$ cat src/rtl/ow_irq_pkg.sv
package ow_irq_pkg;

  localparam int REG_W  = 8;
  localparam int ADDR_W = 3;

  // register offsets, decoded by the host side
  localparam int OFS_DATA   = 1;
  localparam int OFS_STATUS = 2;
  localparam int OFS_ENABLE = 3;

  // bit positions shared by status and enable
  localparam int POS_PD   = 0;
  localparam int POS_PRES = 1;
  localparam int POS_TXE  = 2;
  localparam int POS_RXF  = 4;
  localparam int POS_RSF  = 5;
  localparam int POS_DIR  = 6;
  localparam int POS_POL  = 7;

  localparam int NUM_FLAGS = 4;

  localparam logic [REG_W-1:0] SRC_MASK =
    REG_W'((1 << POS_PD) | (1 << POS_TXE) | (1 << POS_RXF) | (1 << POS_RSF));

  typedef struct packed {
    logic pd;
    logic absent;
    logic txe;
    logic rxf;
    logic rsf;
  } bus_evt_t;

  // position of sticky flag number idx
  function automatic int flag_pos(input int idx);
    case (idx)
      0:       return POS_PD;
      1:       return POS_TXE;
      2:       return POS_RXF;
      default: return POS_RSF;
    endcase
  endfunction

  // the receive-full flag is owned by the data register read
  function automatic bit cleared_by_data(input int pos);
    return pos == POS_RXF;
  endfunction

  // level of the interrupt pin for given status and enable
  function automatic logic irq_level(input logic [REG_W-1:0] stat,
                                     input logic [REG_W-1:0] en);
    logic req;
    req = |(stat & en & SRC_MASK);
    return ~(req ^ en[POS_POL]);
  endfunction

endpackage

$ cat src/rtl/ow_host_decode.sv
module ow_host_decode
  import ow_irq_pkg::*;
#(
  parameter int AW = ADDR_W
) (
  input  logic [AW-1:0] addr,
  input  logic          rd,
  input  logic          wr,
  output logic          rd_data,
  output logic          rd_status,
  output logic          rd_enable,
  output logic          wr_enable
);

  localparam int NUM_OFS = 1 << AW;

  logic [NUM_OFS-1:0] sel;

  for (genvar g = 0; g < NUM_OFS; g++) begin : g_sel
    assign sel[g] = (addr == AW'(g));
  end

  assign rd_data   = rd & sel[OFS_DATA];
  assign rd_status = rd & sel[OFS_STATUS];
  assign rd_enable = rd & sel[OFS_ENABLE];
  assign wr_enable = wr & sel[OFS_ENABLE];

endmodule

$ cat src/rtl/ow_flag_cell.sv
module ow_flag_cell (
  input  logic clk,
  input  logic rst_n,
  input  logic set,
  input  logic clr,
  output logic q
);

  // a set in the clearing cycle wins
  always_ff @(posedge clk) begin
    if (!rst_n)   q <= 1'b0;
    else if (set) q <= 1'b1;
    else if (clr) q <= 1'b0;
  end

endmodule

$ cat src/rtl/ow_event_flags.sv
module ow_event_flags
  import ow_irq_pkg::*;
(
  input  logic             clk,
  input  logic             rst_n,
  input  bus_evt_t         evt,
  input  logic             rd_status,
  input  logic             rd_data,
  output logic [REG_W-1:0] status
);

  logic [REG_W-1:0]     evt_vec;
  logic [NUM_FLAGS-1:0] flag_q;
  logic                 absent_q;

  always_comb begin
    evt_vec          = '0;
    evt_vec[POS_PD]  = evt.pd;
    evt_vec[POS_TXE] = evt.txe;
    evt_vec[POS_RXF] = evt.rxf;
    evt_vec[POS_RSF] = evt.rsf;
  end

  for (genvar i = 0; i < NUM_FLAGS; i++) begin : g_flag
    localparam int P = flag_pos(i);
    logic clr_src;
    if (cleared_by_data(P)) begin : g_dclr
      assign clr_src = rd_data;
    end else begin : g_sclr
      assign clr_src = rd_status;
    end
    ow_flag_cell u_cell (
      .clk   (clk),
      .rst_n (rst_n),
      .set   (evt_vec[P]),
      .clr   (clr_src),
      .q     (flag_q[i])
    );
  end

  // presence result follows each presence cycle, reads leave it alone
  always_ff @(posedge clk) begin
    if (!rst_n)      absent_q <= 1'b0;
    else if (evt.pd) absent_q <= evt.absent;
  end

  always_comb begin
    status           = '0;
    status[POS_PRES] = absent_q;
    for (int i = 0; i < NUM_FLAGS; i++) status[flag_pos(i)] = flag_q[i];
  end

endmodule

$ cat src/rtl/ow_irq_drive.sv
module ow_irq_drive
  import ow_irq_pkg::*;
(
  input  logic             clk,
  input  logic             rst_n,
  input  logic             wr_enable,
  input  logic [REG_W-1:0] wdata,
  input  logic [REG_W-1:0] status,
  output logic [REG_W-1:0] enable,
  output logic             direct_drive_en,
  output logic             irq_line
);

  always_ff @(posedge clk) begin
    if (!rst_n)         enable <= '0;
    else if (wr_enable) enable <= wdata;
  end

  // registered pin, inactive level for the reset polarity is high
  always_ff @(posedge clk) begin
    if (!rst_n) irq_line <= 1'b1;
    else        irq_line <= irq_level(status, enable);
  end

  assign direct_drive_en = enable[POS_DIR];

endmodule

$ cat src/rtl/ow_rx_hold.sv
module ow_rx_hold
  import ow_irq_pkg::*;
(
  input  logic             clk,
  input  logic             rst_n,
  input  logic             load,
  input  logic [REG_W-1:0] byte_in,
  output logic [REG_W-1:0] held
);

  always_ff @(posedge clk) begin
    if (!rst_n)    held <= '0;
    else if (load) held <= byte_in;
  end

endmodule

$ cat src/rtl/ow_irq_ctrl.sv
module ow_irq_ctrl
  import ow_irq_pkg::*;
(
  input  logic              clk,
  input  logic              rst_n,
  input  logic [ADDR_W-1:0] reg_addr,
  input  logic              reg_rd,
  input  logic              reg_wr,
  input  logic [REG_W-1:0]  reg_wdata,
  output logic [REG_W-1:0]  reg_rdata,
  input  logic              ev_presence_done,
  input  logic              ev_presence_absent,
  input  logic              ev_tx_empty,
  input  logic              ev_rx_full,
  input  logic [REG_W-1:0]  rx_byte,
  input  logic              ev_rxsr_full,
  output logic              direct_drive_en,
  output logic              irq_line
);

  logic             rd_data_w;
  logic             rd_status_w;
  logic             rd_enable_w;
  logic             wr_enable_w;
  logic [REG_W-1:0] status_w;
  logic [REG_W-1:0] enable_w;
  logic [REG_W-1:0] data_w;
  bus_evt_t         evt_w;

  assign evt_w = '{pd:     ev_presence_done,
                   absent: ev_presence_absent,
                   txe:    ev_tx_empty,
                   rxf:    ev_rx_full,
                   rsf:    ev_rxsr_full};

  ow_host_decode #(.AW(ADDR_W)) u_dec (
    .addr      (reg_addr),
    .rd        (reg_rd),
    .wr        (reg_wr),
    .rd_data   (rd_data_w),
    .rd_status (rd_status_w),
    .rd_enable (rd_enable_w),
    .wr_enable (wr_enable_w)
  );

  ow_event_flags u_flags (
    .clk       (clk),
    .rst_n     (rst_n),
    .evt       (evt_w),
    .rd_status (rd_status_w),
    .rd_data   (rd_data_w),
    .status    (status_w)
  );

  ow_irq_drive u_irq (
    .clk             (clk),
    .rst_n           (rst_n),
    .wr_enable       (wr_enable_w),
    .wdata           (reg_wdata),
    .status          (status_w),
    .enable          (enable_w),
    .direct_drive_en (direct_drive_en),
    .irq_line        (irq_line)
  );

  ow_rx_hold u_rx (
    .clk     (clk),
    .rst_n   (rst_n),
    .load    (ev_rx_full),
    .byte_in (rx_byte),
    .held    (data_w)
  );

  // read data captures contents from before any clear of the same edge
  always_ff @(posedge clk) begin
    if (!rst_n) begin
      reg_rdata <= '0;
    end else if (reg_rd) begin
      unique case (1'b1)
        rd_data_w:   reg_rdata <= data_w;
        rd_status_w: reg_rdata <= status_w;
        rd_enable_w: reg_rdata <= enable_w;
        default:     reg_rdata <= '0;
      endcase
    end
  end

endmodule

$ cat config.mk
export PLATFORM = sky130hd
export DESIGN_NAME = ow_irq_ctrl
export DESIGN_NICKNAME = d
export VERILOG_FILES = /design/src/rtl/ow_irq_pkg.sv /design/src/rtl/ow_host_decode.sv /design/src/rtl/ow_flag_cell.sv /design/src/rtl/ow_event_flags.sv /design/src/rtl/ow_irq_drive.sv /design/src/rtl/ow_rx_hold.sv /design/src/rtl/ow_irq_ctrl.sv
export SDC_FILE = /design/constraint.sdc
export NUM_CORES = 1
export LEC_CHECK = 0
export ABC_AREA = 1
export ABC_CLOCK_PERIOD_IN_PS = 2000
export BUFFER_PORTS_ARGS = -buffer_cell sky130_fd_sc_hd__buf_2
export CAP_MARGIN = 5
export CORE_UTILIZATION = 40
export DETAILED_ROUTE_END_ITERATION = 7
export PLACE_DENSITY_LB_ADDON = 0.12
export SLEW_MARGIN = 30
export SYNTH_ARGS = -nofsm -noshare
export SYNTH_HDL_FRONTEND = slang
export SYNTH_SLANG_ARGS = --single-unit
$ cat constraint.sdc
create_clock -name clk -period 2 [get_ports clk]
set_clock_uncertainty 0.05 [all_clocks]
set_input_delay 0.1 -clock clk [delete_from_list [all_inputs] [get_ports clk]]
set_output_delay 0.1 -clock clk [all_outputs]
set_load 0.01 [all_outputs]
Word level (Yosys, flattened, before mapping)
Cells that the tools add are included.
- add/subtract/negate cells: 0
- $mul: 0
- divide/modulo/power cells: 0
- magnitude comparators: 0
- eq/ne operators: 3
- shift operators: 0
- muxes and demuxes: 7
- bitwise operators: 7
- reduce and logical (&&, ||, !) cells: 5
- operators with widths (cell ; count):
    $pmux 8 s3 ; 1
    $reduce_bool 2->1 ; 4
    $and 6x6->6 ; 1
    $eq 3x2->1 const B ; 2
    $mux 1 ; 6
    $and 1x1->1 ; 4
    $reduce_or 4->1 ; 1
    $eq 3x1->1 const B ; 1
    $not 1->1 ; 1
    $xor 1x1->1 ; 1
- bits in registers: 30
- latch bits: 0
- bits in writable memories: 0
- memory bits (read-only): 0
- output and inout port bits: 10
- word-level logic and storage cells: 31
- memories kept: 0

Longest topological paths before layout
- word-level depth: 4
- mapped depth: 7

Modules after synthesis
A second synthesis with hierarchy kept.
- cell total of the unflattened synthesis: 213
- area, all modules: 1426.4 sq um
- modules (own cells, without submodules) (module ; times used ; cells an instance ; area an instance (sq um)):
    ow_irq_ctrl ; 1 ; 70 ; 431.7
    ow_rx_hold ; 1 ; 51 ; 356.6
    ow_irq_drive ; 1 ; 45 ; 340.3
    ow_flag_cell ; 4 ; 6 ; 43.8
    ow_event_flags ; 1 ; 11 ; 75.1
    ow_host_decode ; 1 ; 12 ; 47.5

Worst setup path before layout
OpenSTA, ideal clock, no wires.
- path kind: input-to-reg
- start point: input port reg_wr
- end point: register u_irq.enable[7]
- setup time: 119 ps
- arrival: 666 ps
- slack: 1165 ps
- cell stages on the path: 4
- buffers on the path: 1
- cell sequence: clkbuf_1 -> nand2_2 -> o21ai_0 -> a21oi_1
- longest elaborated chain between the ends: 1
- ends and longest elaborated chain (element ; RTL line ; text):
    start, declared ; ow_irq_ctrl.sv:8 ; input logic reg_wr,
    $and 1x1->1 ; ow_host_decode.sv:26 ; assign wr_enable = wr & sel[OFS_ENABLE];
    end signal, assigned ; ow_irq_drive.sv:16 ; else if (wr_enable) enable <= wdata;
    end, declared ; ow_irq_drive.sv:9 ; output logic [REG_W-1:0] enable,
No other way between the ends.
A chain may end at the register's enable or synchronous reset.

==> run summary <==
Status - finished, final reports clean
Final slew viol count - 0
Synth Register Bits - 30
Initial antenna violation count - 0
Ratio of final minimum period to clock period - 68.6%
CTS root buf - clkbuf_4
Clk sinks - 30
Clk_lat worst skew - 0.32 ns
Max Cap Viol - 0
Hold path cells - 3
Clock power frac - 36.1%
Largest net degree at the start of global routing - 18
Cells after synthesis - 177
VDD IR max - 0.400 mV
Critical path class - in -> reg
Seq/Total Area, Yosys - 47.3%
Worst-case reg-to-reg path depth - 3
Post-Syn Area - 1270 sq um
Hold Path Sink - reg_rdata[7]$_SDFFE_PN0P_
Sw frac - 23.6%
Worst Tran Pin Value - 0.446 ns
Max Buffers Root-to-Sink - 2
CP endpoint kind - register
Dpl hpwl - 2.06 mm
DIE HEIGHT - 58.3 microns
Row cnt - 20
Layout cells sized above 1 - 21.1%
R2R Path Start - u_flags.absent_q$_SDFFE_PN0P_
Most frequent cells in the layout - nor2_1 (37), buf_2 (37), nand3_1 (33), dfxtp_1 (30), nand2_1 (27)
Reg-to-reg slack, setup - 0.72 ns
Initial drt markers - 93
Final setup viols - 0
Port Buffers - 37
Highest clock rate - 0.729 GHz
Layout overhead on the synthesized area - 37.9%
Gr usage total - 19.6%
Vias in the first global route - 1188
Die Area - 3400 sq um
H-tree depth - 2
Max_slew headroom - 70.1%
Routability cong. - 0.834
Final hold violation count - 0
HP Start - rst_n
Clk slew on worst S/H paths - 0.09 ns
First-pass GRT wire length - 4.95 mm
Area of the core - 3030 sq um
Pre-antenna DRT Iters - 5
Hold slack - 0.0499 ns
Synth Net Count - 205
Syn Area/Cell - 7.17 sq um
ANT nets after route - 0
Fin nets - 264
Startpoint types - input port
Number of fill cells in the layout - 300
FF/Latch Area - 601 sq um
Crit-path max FO - 2
Pint - 0.932 mW
Via count - 1293
Pwr Density - 697 nW/um^2
Average vias per placed instance - 4.60
Post-CTS sizing - 0
Grt total ovfl - 0
WL/cell - 10.6 microns
Routed wire length - 2.97 mm
Class of the worst hold path - in -> reg
Placed Instances - 252
Die W - 58.3 microns
Setup TNS - 0 ns
I/O pin cnt - 38
Initial core utilization - 41.9%
P_sw - 0.288 mW
Post-synth cell types - 16
Num CTS Buffers - 5
RSZ-0062 raised after global routing - false
Share of total power in combinational logic - 11.6%
Multi-input gate area - 566 sq um
Final min period - 1.37 ns
Non-Filler Instances - 281
Pwr Total - 1.22 mW
YS warnings - 0
Flop pwr share - 52.3%
CTS tree - done
Leak - 0.799 nW
N_diodes - 0
Worst Path Required - 2.17 ns
Drt drc - 0
CP Data Arrival Time - 1.54 ns
FF-to-FF End - u_flags.absent_q$_SDFFE_PN0P_
==> synth_stat cells <==
library cell,count,area (sq um)
clkbuf_1,3,11.3
nand3_1,33,165
nor2_2,1,6.26
nand2_1,27,101
nor2_1,37,139
nor3_1,1,5.00
clkbuf_8,1,13.8
nor2_4,2,22.5
clkinv_1,2,7.51
inv_2,1,3.75
o21ai_0,11,55.1
nand2_2,1,6.26
a21oi_1,13,65.1
dfxtp_1,30,601
inv_1,12,45.0
buf_6,2,22.5
==> worst max-delay path, stage by stage <==
cell           delay, ns
dlygate4sd3_1       0.53
buf_2               0.13
o21ai_0             0.18
nor2_1              0.06
dlygate4sd3_1       0.55
==> cell type report <==
class	count	share of cell area, %
timing repair buffer	58	22.6
inverter	15	3.21
clock buffer	8	4.50
tap	44	3.14
multi-input combinational	126	32.3
sequential	30	34.3
==> layer usage <==
layer	wire length, microns	GRT usage (%)	up-vias
li1	-	-	692
met1	1430	23.8	563
met2	1350	31.7	34
met3	154	6.59	4
met4	31	8.50	0
met5	0	0	-
==> cell families (layout without fill, tap and decap cells) <==
group                  after synthesis  count (layout)  synth area share (%)
buffers and inverters               21              81                  8.18
DFF                                 30              30                  47.3
and+or+nand+nor                    102             102                  35.1
AOI/OAI and AO/OA                   24              24                  9.46
==> timing repair <==
| item | 4_1_cts | 5_1_grt |
|---|---|---|
| hold buffers | 21 | 0 |
| hold endpoints to repair | 20 | 0 |
| buffers inserted | 0 | 0 |
==> flip-flops by register name, summed over array words and instances (netlist names) <==
name / count
u_flags.g_flag.u_cell.q: 4
u_irq.enable: 8
reg_rdata: 8
u_flags.absent_q: 1
u_rx.held: 8
u_irq.irq_line: 1
==> metrics by stage <==
| step | area [sq um] | utilization [%] | setup slack [ns] |
|---|---|---|---|
| after floorplan | 1270 | - | 1.17 |
| after global placement | 1460 | 48.3 | 0.767 |
| after detailed placement | 1460 | 48.3 | 0.754 |
| after CTS | 1750 | 57.9 | 0.664 |
| after global routing | 1750 | 57.9 | 0.623 |
| final | 1750 | 57.9 | 0.629 |
==> worst max-delay path by stage <==
| stage | startpoint | to | slack [ns] |
|---|---|---|---|
| global route | ev_presence_done | u_flags.absent_q$_SDFFE_PN0P_ | 0.62 |
| global placement | rst_n | u_irq.irq_line$_SDFF_PN1_ | 0.77 |
| detailed placement | rst_n | u_irq.irq_line$_SDFF_PN1_ | 0.75 |
| finish | ev_presence_done | u_flags.absent_q$_SDFFE_PN0P_ | 0.63 |
| floorplan | reg_wr | u_irq.enable[7]$_SDFFE_PN0P_ | 1.17 |
| CTS | ev_presence_done | u_flags.absent_q$_SDFFE_PN0P_ | 0.66 |
==> power groups by stage <==
stage          Sequential, mW  Clock [mW]  Combinational [mW]
6_report                0.638       0.441               0.142
5_1_grt                 0.642       0.496               0.160
4_1_cts                 0.638       0.461               0.142
3_5_place_dp            0.652           0               0.110
3_3_place_gp            0.651           0               0.108
2_1_floorplan           0.649           0              0.0670
Note: power is estimated with default switching activity, not from simulation.
